**config.mk**
```make
export PLATFORM = sky130hd
export DESIGN_NAME = shift_rotate_unit
export DESIGN_NICKNAME = d
export VERILOG_FILES = /design/src/rtl/shifter_pkg.sv /design/src/rtl/shift_count_sel.sv /design/src/rtl/shift_step.sv /design/src/rtl/shift_flags.sv /design/src/rtl/shift_rotate_unit.sv
export SDC_FILE = /design/constraint.sdc
export NUM_CORES = 1
export LEC_CHECK = 0
export BUFFER_PORTS_ARGS = -buffer_cell sky130_fd_sc_hd__buf_2
export CORE_MARGIN = 2
export CORE_UTILIZATION = 51
export CTS_BUF_LIST = sky130_fd_sc_hd__clkbuf_4 sky130_fd_sc_hd__clkbuf_8
export DETAILED_ROUTE_END_ITERATION = 6
export GPL_TIMING_DRIVEN = 0
export MAX_ROUTING_LAYER = met4
export PLACE_DENSITY = 0.83
export SLEW_MARGIN = 20
export SYNTH_ARGS = -nofsm -noshare
export SYNTH_HDL_FRONTEND = slang
export SYNTH_HIERARCHICAL = 1
export SYNTH_SLANG_ARGS = --single-unit
```
**constraint.sdc**
```tcl
create_clock -name clk -period 1.4 [get_ports clk]
set_input_delay 0.14 -clock clk [delete_from_list [all_inputs] [get_ports clk]]
set_output_delay 0.14 -clock clk [all_outputs]
set_load 0.05 [all_outputs]
```
**src/rtl/shifter_pkg.sv**
```systemverilog
package shifter_pkg;
  localparam int IMM_W = 3;

  typedef enum logic [2:0] {
    OP_LSL = 3'd0,
    OP_LSR = 3'd1,
    OP_ASR = 3'd2,
    OP_ROL = 3'd3,
    OP_ROR = 3'd4,
    OP_RLC = 3'd5,
    OP_RRC = 3'd6,
    OP_NOP = 3'd7
  } shop_e;

  typedef enum logic {
    ST_IDLE = 1'b0,
    ST_RUN  = 1'b1
  } shst_e;
endpackage

```
**src/rtl/shift_count_sel.sv**
```systemverilog
module shift_count_sel
  import shifter_pkg::*;
#(
  parameter int DATA_W = 16,
  parameter int CNT_W  = 5
) (
  input  logic              use_imm,
  input  logic [IMM_W-1:0]  imm_cnt,
  input  logic [DATA_W-1:0] reg_cnt,
  output logic [CNT_W-1:0]  cnt
);
  // an all-zero immediate field encodes the largest count
  localparam int IMM_MAX = 2 ** IMM_W;

  always_comb begin
    if (use_imm) begin
      if (imm_cnt == '0) cnt = CNT_W'(IMM_MAX);
      else               cnt = CNT_W'(imm_cnt);
    end else begin
      cnt = reg_cnt[CNT_W-1:0];
    end
  end
endmodule

```
**src/rtl/shift_step.sv**
```systemverilog
module shift_step
  import shifter_pkg::*;
#(
  parameter int DATA_W = 16,
  parameter int BYTE_W = 8
) (
  input  shop_e             op,
  input  logic              size,
  input  logic [DATA_W-1:0] val_i,
  input  logic              c_i,
  output logic [DATA_W-1:0] val_o,
  output logic              c_o,
  output logic              sign_chg
);
  // one lane per operand width; size picks the lane
  for (genvar g = 0; g < 2; g++) begin : g_lane
    localparam int WID = (g == 0) ? BYTE_W : DATA_W;
    logic [WID-1:0]    x, y;
    logic              cy;
    logic [DATA_W-1:0] merged;
    logic              chg;

    always_comb begin
      x  = val_i[WID-1:0];
      y  = x;
      cy = c_i;
      case (op)
        OP_LSL: begin y = {x[WID-2:0], 1'b0};     cy = x[WID-1]; end
        OP_LSR: begin y = {1'b0, x[WID-1:1]};     cy = x[0];     end
        OP_ASR: begin y = {x[WID-1], x[WID-1:1]}; cy = x[0];     end
        OP_ROL: begin y = {x[WID-2:0], x[WID-1]}; cy = x[WID-1]; end
        OP_ROR: begin y = {x[0], x[WID-1:1]};     cy = x[0];     end
        OP_RLC: begin y = {x[WID-2:0], c_i};      cy = x[WID-1]; end
        OP_RRC: begin y = {c_i, x[WID-1:1]};      cy = x[0];     end
        default: begin y = x; cy = c_i; end
      endcase
      merged           = val_i;
      merged[WID-1:0]  = y;
      chg              = (op == OP_LSL) && (y[WID-1] != x[WID-1]);
    end
  end

  always_comb begin
    if (size) begin
      val_o    = g_lane[1].merged;
      c_o      = g_lane[1].cy;
      sign_chg = g_lane[1].chg;
    end else begin
      val_o    = g_lane[0].merged;
      c_o      = g_lane[0].cy;
      sign_chg = g_lane[0].chg;
    end
  end
endmodule

```
**src/rtl/shift_flags.sv**
```systemverilog
module shift_flags #(
  parameter int DATA_W = 16,
  parameter int BYTE_W = 8
) (
  input  logic              size,
  input  logic [DATA_W-1:0] val,
  output logic              z,
  output logic              n
);
  always_comb begin
    if (size) begin
      z = (val == '0);
      n = val[DATA_W-1];
    end else begin
      z = (val[BYTE_W-1:0] == '0);
      n = val[BYTE_W-1];
    end
  end
endmodule

```
**src/rtl/shift_rotate_unit.sv**
```systemverilog
module shift_rotate_unit
  import shifter_pkg::*;
#(
  parameter int DATA_W = 16,
  parameter int BYTE_W = 8,
  parameter int CNT_W  = 5
) (
  input  logic              clk,
  input  logic              rst,
  input  logic              start,
  input  logic              size,
  input  logic [2:0]        op,
  input  logic              use_imm,
  input  logic [2:0]        imm_cnt,
  input  logic [DATA_W-1:0] reg_cnt,
  input  logic [DATA_W-1:0] operand,
  input  logic              carry_in,
  input  logic              ovf_in,
  output logic              busy,
  output logic              done,
  output logic [DATA_W-1:0] result,
  output logic              flag_z,
  output logic              flag_c,
  output logic              flag_v,
  output logic              flag_n
);
  localparam int HI_W = DATA_W - BYTE_W;

  shst_e             state;
  shop_e             op_in, op_q;
  logic [CNT_W-1:0]  cnt_sel, cnt_eff, rem;
  logic [DATA_W-1:0] work, step_val;
  logic              carry_q, ovf_q, size_q, nz_q;
  logic              step_c, step_chg, fz, fn;
  logic              done_q, fz_q, fc_q, fv_q, fn_q;
  logic [DATA_W-1:0] result_q;

  assign op_in   = shop_e'(op);
  assign cnt_eff = (op_in == OP_NOP) ? '0 : cnt_sel;

  shift_count_sel #(.DATA_W(DATA_W), .CNT_W(CNT_W)) i_cnt (
    .use_imm (use_imm),
    .imm_cnt (imm_cnt),
    .reg_cnt (reg_cnt),
    .cnt     (cnt_sel)
  );

  shift_step #(.DATA_W(DATA_W), .BYTE_W(BYTE_W)) i_step (
    .op       (op_q),
    .size     (size_q),
    .val_i    (work),
    .c_i      (carry_q),
    .val_o    (step_val),
    .c_o      (step_c),
    .sign_chg (step_chg)
  );

  shift_flags #(.DATA_W(DATA_W), .BYTE_W(BYTE_W)) i_flags (
    .size (size_q),
    .val  (work),
    .z    (fz),
    .n    (fn)
  );

  always_ff @(posedge clk) begin
    if (rst) begin
      state    <= ST_IDLE;
      op_q     <= OP_LSL;
      size_q   <= 1'b0;
      rem      <= '0;
      nz_q     <= 1'b0;
      work     <= '0;
      carry_q  <= 1'b0;
      ovf_q    <= 1'b0;
      done_q   <= 1'b0;
      result_q <= '0;
      fz_q     <= 1'b0;
      fc_q     <= 1'b0;
      fv_q     <= 1'b0;
      fn_q     <= 1'b0;
    end else begin
      done_q <= 1'b0;
      case (state)
        ST_IDLE: begin
          if (start) begin
            work    <= operand;
            carry_q <= carry_in;
            ovf_q   <= (cnt_eff == '0) ? ovf_in : 1'b0;
            op_q    <= op_in;
            size_q  <= size;
            rem     <= cnt_eff;
            nz_q    <= (cnt_eff != '0);
            state   <= ST_RUN;
          end
        end
        ST_RUN: begin
          if (rem != '0) begin
            work    <= step_val;
            carry_q <= step_c;
            ovf_q   <= ovf_q | step_chg;
            rem     <= rem - 1'b1;
          end else begin
            result_q <= work;
            fc_q     <= carry_q;
            fv_q     <= ovf_q;
            fz_q     <= fz;
            fn_q     <= fn;
            done_q   <= 1'b1;
            state    <= ST_IDLE;
          end
        end
        default: state <= ST_IDLE;
      endcase
    end
  end

  assign busy   = (state == ST_RUN);
  assign done   = done_q;
  assign result = result_q;
  assign flag_z = fz_q;
  assign flag_c = fc_q;
  assign flag_v = fv_q;
  assign flag_n = fn_q;

  // completion is a single-cycle pulse
  p_done_pulse_r2: assert property (@(posedge clk) disable iff (rst)
    done |=> !done);

  // an accepted start makes the unit busy
  p_start_busy_r2: assert property (@(posedge clk) disable iff (rst)
    (start && !busy) |=> busy);

  // the remaining count falls by one per working cycle
  p_rem_dec_r2: assert property (@(posedge clk) disable iff (rst)
    (busy && rem != '0) |=> (rem == $past(rem) - 1'b1));

  // byte operations never disturb the upper bits
  p_upper_hold_r4: assert property (@(posedge clk) disable iff (rst)
    (busy && !size_q) |=> (work[DATA_W-1:DATA_W-HI_W] == $past(work[DATA_W-1:DATA_W-HI_W])));

  // a word rotate keeps the number of set bits
  p_rot_ones_r8: assert property (@(posedge clk) disable iff (rst)
    (busy && rem != '0 && size_q && (op_q == OP_ROL || op_q == OP_ROR))
      |=> ($countones(work) == $countones($past(work))));

  // overflow stays clear for everything but a left shift
  p_no_ovf_r10: assert property (@(posedge clk) disable iff (rst)
    (done && nz_q && op_q != OP_LSL) |-> !flag_v);

  // a start while busy does not reload the operation
  p_busy_ignore_r13: assert property (@(posedge clk) disable iff (rst)
    (busy && start) |=> ($stable(op_q) && $stable(size_q)));
endmodule

```
==> Yosys cells after proc, flatten, opt, wreduce, memory -nomap -nowiden <==
Index checks and enable logic that the tools add are counted.
{ "classes": {"mux": 29, "n_eq_ne": 15, "bitwise": 3, "n_addsub": 1, "reduce_logical": 19} }
{ "ops": {"columns": ["op", "count"], "rows": [
  ["16-bit case mux with 7 select lines", 1],
  ["8-bit case mux with 7 select lines", 1],
  ["16-bit two-way mux", 3],
  ["16-bit case mux with 2 select lines", 1],
  ["5-bit two-way mux", 4],
  ["16-bit logical NOT", 1],
  ["3-bit == test (second input constant)", 4],
  ["1-bit two-way mux", 12],
  ["3-bit AND reduction", 4],
  ["1-bit case mux with 2 select lines", 5],
  ["5-bit case mux with 2 select lines", 1],
  ["9-bit by 2-bit != test with 1-bit output (second input constant)", 1],
  ["8-bit logical NOT", 1],
  ["8-bit by 1-bit != test with 1-bit output (second input constant)", 1],
  ["3-bit by 2-bit == test with 1-bit output (second input constant)", 2],
  ["3-bit logical NOT", 2],
  ["2-bit AND reduction", 3],
  ["5-bit logical NOT", 1],
  ["5-bit nonzero test", 1],
  ["5-bit by 1-bit subtractor with 5-bit output (second input constant)", 1],
  ["4-bit two-way mux", 1],
  ["2-bit by 1-bit != test with 1-bit output (second input constant)", 2],
  ["4-bit AND reduction", 1],
  ["4-bit OR reduction", 1],
  ["9 further kinds", 12]
]} }
{ "totals": {"input_bits": 45, "out_inout_bits": 22, "regBits": 49, "wordCells": 83} }

==> Logic depth before layout (Yosys ltp) <==
Gate-level depths: netlist of the first run.
{ "logic_depth": {"depth_word": 8, "depth_mapped": 9, "depth_no_buf": 6} }

==> By module <==
The synthesis of the first run kept the hierarchy.
{ "modules_own_cells": {"columns": ["module", "instances", "cells_per_inst", "area_per_inst_um2", "seq_area_each_um2"], "rows": [
  ["shift_rotate_unit", 1, 251, 1946.9, 980.9],
  ["shift_step", 1, 132, 880.8, 0.0],
  ["shift_count_sel", 1, 6, 58.8, 0.0],
  ["shift_flags", 1, 8, 58.8, 0.0]
]} }

==> Worst setup path after synthesis of the first run <==
OpenSTA, ideal clock, no wires.
{ "synth_timing": {"kind": "register -> register", "startpoint": "register state (netlist: busy)", "endpoint": "register result_q[2] (netlist: result[2])", "synth_period_minus_slack_ns": 1.793, "required_ns": 1.268, "slack_ns": -0.393, "stages_incl_launch_ff": 6, "arrival_time_ns": 1.661, "setup_ns": 0.132, "path_cell_list": "dfxtp_1 nand2_1 or4_1 clkbuf_1 nand2_1 a21oi_1"} }
{ "synth_via": {"elab_chain_cells": 1} }
{ "synth_lines": {"columns": ["item", "line_no", "text"], "rows": [
  ["from (decl)", "shift_rotate_unit.sv:29", "shst_e state;"],
  ["from (signal assigned)", "shift_rotate_unit.sv:67", "state <= ST_IDLE;"],
  ["from (signal assigned)", "shift_rotate_unit.sv:93", "state <= ST_RUN;"],
  ["from (signal assigned)", "shift_rotate_unit.sv:109", "state <= ST_IDLE;"],
  ["2-bit AND reduction (no source line)", null, null],
  ["to (signal assigned)", "shift_rotate_unit.sv:103", "result_q <= work;"],
  ["to (decl)", "shift_rotate_unit.sv:36", "logic [DATA_W-1:0] result_q;"]
]} }
Every way passes these cells.
A chain may end at the register's enable or synchronous reset.

==> Final worst setup path of the first run <==
{ "layout_timing": {"startpoint": "register rem[0]", "endpoint": "register work[3]"} }
{ "layout_via": {"elab_chain_cells": 3} }
{ "layout_lines": {"columns": ["item", "line_no", "text"], "rows": [
  ["from (decl)", "shift_rotate_unit.sv:31", "logic [CNT_W-1:0] cnt_sel, cnt_eff, rem;"],
  ["from (signal assigned)", "shift_rotate_unit.sv:91", "rem <= cnt_eff;"],
  ["from (signal assigned)", "shift_rotate_unit.sv:101", "rem <= rem - 1'b1;"],
  ["5-bit nonzero test", "shift_rotate_unit.sv:97", "if (rem != '0) begin"],
  ["2-bit by 1-bit != test with 1-bit output (no source line)", null, null],
  ["3-bit AND reduction (no source line)", null, null],
  ["to (signal assigned)", "shift_rotate_unit.sv:86", "work <= operand;"],
  ["to (signal assigned)", "shift_rotate_unit.sv:98", "work <= step_val;"],
  ["to (decl)", "shift_rotate_unit.sv:32", "logic [DATA_W-1:0] work, step_val;"]
]} }
Every way passes these cells.

==> reports/metrics.yaml, run 1 <==
mappedNetlistNets: 443
dieWidth_um: 80.0
hold_viol: 0
fp.dieH_um: 80.0
die-area_mm2: 0.00640
fillers: 411
final_area_mm2: 0.00406
ir_drop_uv: 1020
cts_tree: "built"
synth_top_area_frac: 0.333
cts_made_buffers: 5
detail_route.wl_per_cell_um: 17.3
nNetsFinal: 522
clock-sinks: 49
dpl.cell_count: 523
yosysTopAreaCell: "dfxtp_1"
start_kind: "register"
finalCritPeriodShare: 1.21
initial_core_util: 0.532
antenna_found_initial: 0
ant_nets: 0
path_class: "register to register"
cts.clk_slew.worst_paths_ns: 0.10
synth_seq_cells: 49
drt-total-wl_mm: 9.52
ys_async_sr_fraction: 0
drt_iter0_markers: 394
grt_pass1_wl_mm: 13.6
via_per_inst: 6.08
synth_cell_types: 56
setup_ws_ns: -0.289
crit_arrival_ns: 1.89
cp.required_ns: 1.61
syn_inst: 397
maxCapViolCount: 0
endpoint_kind: "register"
layout-drive-gt1-share: 0.428
fmax_mhz: 592
grt_setup_unrepaired: "true"
grt_max_degree: 18
cts_max_level: 2
stdcell_count: 549
antenna_cells: 0
final_util: 0.733
synth-main-ff-cell: "dfxtp_1"
grt_pass1_vias: 2879
yosys-top-cells-area: "dfxtp_1 (33%), nor2_1 (10%), nand2_1 (7.5%)"
syn_area_mm2: 0.00295
maxSlewViolCount: 0
firstDrtPassIters: 7
hp-class: "input pin to register"
clock_latency_ns: 0.32
clock_skew_ns: 0.0175
grtUsageTotal: 0.277
synth_most_common_cell: "nor2_1"
design.portCount: 67
synthToLayoutAreaGrowth_pct: 37.9
synth_edf_count: 0
remaining_drc_errors: 0
seq_area_frac_synth: 0.333
synth.avg_cell_area_um2: 7.42
worstMarginPinSlew_ns: 0.715
setup_violations: 43
powerDensity_mw_per_mm2: 1040
finalPower_mw: 4.22
clk_path_buf_depth: 2
globalRouteOverflowTotal: 0
cp_max_fo: 9
status: "finished with violations"
design.core.area_mm2: 0.00554
portBuffers: 54
p_leak_nw: 1.60
place_hpwl_mm: 5.74
relSlewSlack: 0.523
yosys_warnings: 6
min_period_ns: 1.69
postPlaceCellArea_mm2: 0.00340
vias: 3340
synth_commonest_cells: "nor2_1 (80), nand2_1 (59), dfxtp_1 (49)"
clockRootBuffer: "clkbuf_8"
row_count: 27
gp_congestion: 0.931
violations: "negative setup slack"
## per-layer routing
metal	share of wire	GRT usage
met1	0.40	0.350
met2	0.48	0.447
met3	0.070	0.0486
met4	0.042	0.0966
met5	0	-
## power breakdown
group	internal, mW	switching [mW]
Clock	0.366	0.546
Sequential	1.52	0.227
Combinational	0.699	0.864
Total	2.58	1.64
## worst max-delay path, cell delays in order (launching register included)
cell and delay, ns:
dfxtp_2 0.36, inv_2 0.06, ha_4 0.17, nor4b_4 0.14, buf_4 0.15, o21ai_4 0.17, buf_6 0.16, nor2_1 0.05
nor4_1 0.32
## flip-flops by register name (all words and copies together) (netlist names), 3 cells and up
register	count
rem	5
work	16
op_q	3
result	16
## cell families (layout without fill, tap and decap cells)
family / Yosys count / count (layout) / synth area share
and+or+nand+nor: 196 / 196 / 0.310
AOI/OAI and AO/OA: 91 / 91 / 0.197
DFF: 49 / 49 / 0.333
buffers and inverters: 38 / 118 / 0.0765
muxes: 18 / 18 / 0.0654
xor gates and xnor gates: 4 / 4 / 0.0144
adders and majority gates: 1 / 1 / 0.00425
## final timing paths
kind                                 from                       to  slack [ns]  cells past startpoint
setup / recovery      rem[0]$_SDFFE_PP0P_     work[3]$_SDFFE_PP0P_       -0.29                      8
hold / removal                      op[2]     op_q[2]$_SDFFE_PP0P_        0.07                      3
setup reg to reg      rem[0]$_SDFFE_PP0P_     work[3]$_SDFFE_PP0P_       -0.29                      8
hold reg to reg   result[11]$_SDFFE_PP0P_  result[11]$_SDFFE_PP0P_        0.47                      2
## cells in the final DEF (no fill, tap or decap), types with 3 or more instances in the layout
| master | n |
|---|---|
| o21ai_1 | 9 |
| a21oi_2 | 22 |
| nor4_2 | 6 |
| nand2_2 | 4 |
| clkbuf_1 | 6 |
| nor2_1 | 73 |
| inv_1 | 5 |
| mux2i_1 | 10 |
| nand2b_1 | 4 |
| clkbuf_4 | 3 |
| nand3_1 | 4 |
| dfxtp_1 | 39 |
| buf_6 | 8 |
| dfxtp_2 | 9 |
| clkbuf_8 | 7 |
| a21oi_1 | 17 |
| buf_4 | 16 |
| a31oi_1 | 4 |
| o21ai_0 | 10 |
| a22oi_1 | 5 |
| nor3_1 | 8 |
| nand2_4 | 17 |
| inv_2 | 3 |
| a211oi_1 | 3 |
| buf_2 | 55 |
| buf_12 | 3 |
| nor2b_1 | 4 |
| mux2_2 | 5 |
| nor4_1 | 17 |
| buf_8 | 5 |
| nand2_1 | 38 |
| nor2_2 | 6 |
## per-stage QoR
step | TNS [ns] | setup WS, ns | hold WS (ns)
6_report | -7.47 | -0.289 | 0.0724
5_1_grt | -9.77 | -0.350 | 0.0852
4_1_cts | -3.87 | -0.165 | 0.0637
3_5_place_dp | -5.09 | -0.261 | 0.389
3_3_place_gp | -3.83 | -0.246 | 0.389
2_1_floorplan | -0.354 | -0.0420 | 0.268
## cell type report
type	count	area (um2)	area share
Clock buffer	5	68.8	0.0169
Clock inverter	3	25.0	0.00616
Inverter	9	35.0	0.00862
Sequential cell	49	996	0.245
Multi-Input combinational cell	310	2120	0.522
Timing Repair Buffer	72	450	0.111
Buffer	29	278	0.0684
Tap cell	72	90.1	0.0222
## what timing repair did
| item | in CTS | in global routing |
|---|---|---|
| hold buffers | 0 | 0 |
| gates cloned | 1 | 1 |
| buffers inserted | 10 | 6 |
| setup endpoints to repair | 42 | 46 |
| gates resized for setup | 32 | 83 |
| pin swaps | 13 | 40 |
Note: power is estimated with default switching activity, not from simulation.
==> run 2, diff against run 1 <==
==> constraint.sdc (replaced) <==
create_clock -name clk -period 1.55 [get_ports clk]
set_input_delay 0.155 -clock clk [delete_from_list [all_inputs] [get_ports clk]]
set_output_delay 0.155 -clock clk [all_outputs]
set_load 0.05 [all_outputs]
==> reports/metrics.yaml, run 2 (synthesis gave the netlist of run 1 again) <==
start_kind: "register"
clock-sinks: 49  # unchanged
maxSlewViolCount: 0  # unchanged
r2r_cells: 6  # -2
grt_pass1_wl_mm: 14.9  # +9.3%
design.portCount: 67  # unchanged
firstDrtPassIters: 6  # -1
via_per_inst: 5.91  # -2.8%
fillers: 399  # -2.9%
initial_core_util: 0.532  # unchanged
setup_ws_ns: -0.0989  # +0.190 ns
crit_arrival_ns: 1.85  # -0.04 ns
dieWidth_um: 80.0  # unchanged
cp.required_ns: 1.76  # +0.15 ns
drt-total-wl_mm: 9.59  # +0.75%
row_count: 27  # unchanged
place_ws_ns: -0.239  # +0.0220 ns
hp-class: "input pin to register"
setup_violations: 36  # -16%
grt_max_degree: 17  # -1
nNetsFinal: 527  # +0.96%
path_class: "register to register"
min_path_cells: 3  # unchanged
endpoint_kind: "register"
place_hpwl_mm: 5.81  # +1.1%
ir_drop_uv: 769  # -25%
worstMarginPinSlew_ns: 0.749  # +0.0339 ns
hold_viol: 0  # unchanged
crit_chain: "nor2b_1, a2111oi_0, a311oi_1, o31a_1, nor2_1, nor4_1"
cpPeakStageDelay_ns: 0.55  # +0.19 ns
cp_max_fo: 7  # -2
design.core.area_mm2: 0.00554  # unchanged
mostFrequentLayoutCell: "nor2_1"
vias: 3275  # -1.9%
final_area_mm2: 0.00412  # +1.4%
crit_buf_inv: 0  # -3
detail_route.wl_per_cell_um: 17.3  # -0.16%
slowest_stage: "dfxtp_1"
cts_max_level: 2  # unchanged
grt_setup_unrepaired: "true"
drt_iter0_markers: 360  # -8.6%
remaining_drc_errors: 0  # unchanged
rrSetupSlack_ns: -0.1  # +0.19 ns
status: "finished with violations"
clockRootBuffer: "clkbuf_8"
layout_common_cells: "nor2_1 (73), buf_2 (58), nand2_1 (38), dfxtp_1 (38), a21oi_2 (22)"
min_to: "size_q$_SDFFE_PP0P_"
violations: "negative setup slack"
cts_tree: "built"
crit_family: "compound AO/OA/AOI/OAI gates"
powerDensity_mw_per_mm2: 959  # -7.7%
globalRouteOverflowTotal: 0  # unchanged
r2r-start: "work[8]$_SDFFE_PP0P_"
antenna_found_initial: 0  # unchanged
relSlewSlack: 0.500  # -0.0226
min_period_ns: 1.65  # -0.0402 ns
postPlaceCellArea_mm2: 0.00331  # -2.6%
p_leak_nw: 1.64  # +2.4%
fp.dieH_um: 80.0  # unchanged
cts.clk_slew.worst_paths_ns: 0.10  # about the same
hp-start: "size"
cts_made_buffers: 5  # unchanged
ant_nets: 0  # unchanged
layout-drive-gt1-share: 0.421  # -0.00651
tns_ns: -1.83  # +5.64 ns
die-area_mm2: 0.00640  # unchanged
antenna_cells: 0  # unchanged
synthToLayoutAreaGrowth_pct: 39.8
fmax_mhz: 606  # +2.4%
timing.rr.end: "work[7]$_SDFFE_PP0P_"
finalCritPeriodShare: 1.06  # -0.143
maxCapViolCount: 0  # unchanged
gp_congestion: 0.927  # -0.43%
grtUsageTotal: 0.299  # +0.0227
grt_pass1_vias: 3068  # +6.6%
clock_skew_ns: 0.00797  # -0.00956 ns
clk_path_buf_depth: 2  # unchanged
clock_latency_ns: 0.30  # -0.02 ns
portBuffers: 54  # unchanged
hold_buffers: 0  # unchanged
startpoint: "work[8]$_SDFFE_PP0P_"
==> run 2: cell count changes in the layout (fill, tap and decap cells not counted), sizes merged <==
| cell | change |
|---|---|
| buf | +9 |
| clkbuf | -4 |
| bufinv | +1 |
| inv | -1 |
==> run 2: worst reg2reg max path: stages, from the launching register on <==
cell	delay [ns]
dfxtp_1	0.55
nor2b_1	0.24
a2111oi_0	0.10
a311oi_1	0.26
o31a_1	0.20
nor2_1	0.05
nor4_1	0.15
==> run 2: how the worst max path moves through the flow <==
| stage | slack (ns) | endpoint | cells after the start |
|---|---|---|---|
| 2_1_floorplan | 0.02 | result[2]$_SDFFE_PP0P_ | 7 |
| 3_3_place_gp | -0.22 | work[13]$_SDFFE_PP0P_ | 8 |
| 3_5_place_dp | -0.24 | work[13]$_SDFFE_PP0P_ | 8 |
| 4_1_cts | -0.09 | work[7]$_SDFFE_PP0P_ | 8 |
| 5_1_grt | -0.17 | work[7]$_SDFFE_PP0P_ | 8 |
| 6_report | -0.1 | work[7]$_SDFFE_PP0P_ | 6 |
==> run 2: area by class of cell <==
type | count | area (um2) | share of cell area
timing repair buffer | 77 | 495 | 0.120
tap | 72 | 90.1 | 0.0219
sequential | 49 | 1000 | 0.243
multi-input combinational | 310 | 2110 | 0.512
inverter | 9 | 37.5 | 0.00912
clock buffer | 5 | 68.8 | 0.0167
buffer | 29 | 274 | 0.0665
clock inverter | 3 | 43.8 | 0.0106
==> run 2: report_power, final <==
group / internal (mW) / total (mW) / switching, mW
combinational: 0.652 / 1.43 / 0.776
sequential: 1.37 / 1.59 / 0.222
clock: 0.484 / 0.929 / 0.445
total: 2.51 / 3.95 / 1.44
==> run 2: what timing repair did <==
action	CTS	global route
cloned	2	1
endpoints found under the setup margin	42	40
gates resized for setup	82	63
setup buffers	14	7
hold endpoints to repair	0	0
pin swaps	52	24
==> run 2: metal layers <==
layer	global-route usage	vias up	part of all wire
met4	0.0881	0	0.024
met3	0.0486	31	0.075
met2	0.467	166	0.49
li1	-	1551	-
met5	-	-	0
met1	0.401	1527	0.41
==> run 2: per-stage QoR <==
step / util / instances / power [mW] / hold slack, ns
final: 0.743 / 554 / 3.95 / 0.0699
after global routing: 0.743 / 554 / 4.13 / 0.0695
after CTS: 0.687 / 546 / 3.73 / 0.0681
after detailed placement: 0.597 / 523 / 2.59 / 0.409
after global placement: 0.597 / 523 / 2.56 / 0.410
after floorplan: - / 397 / 2.31 / 0.291
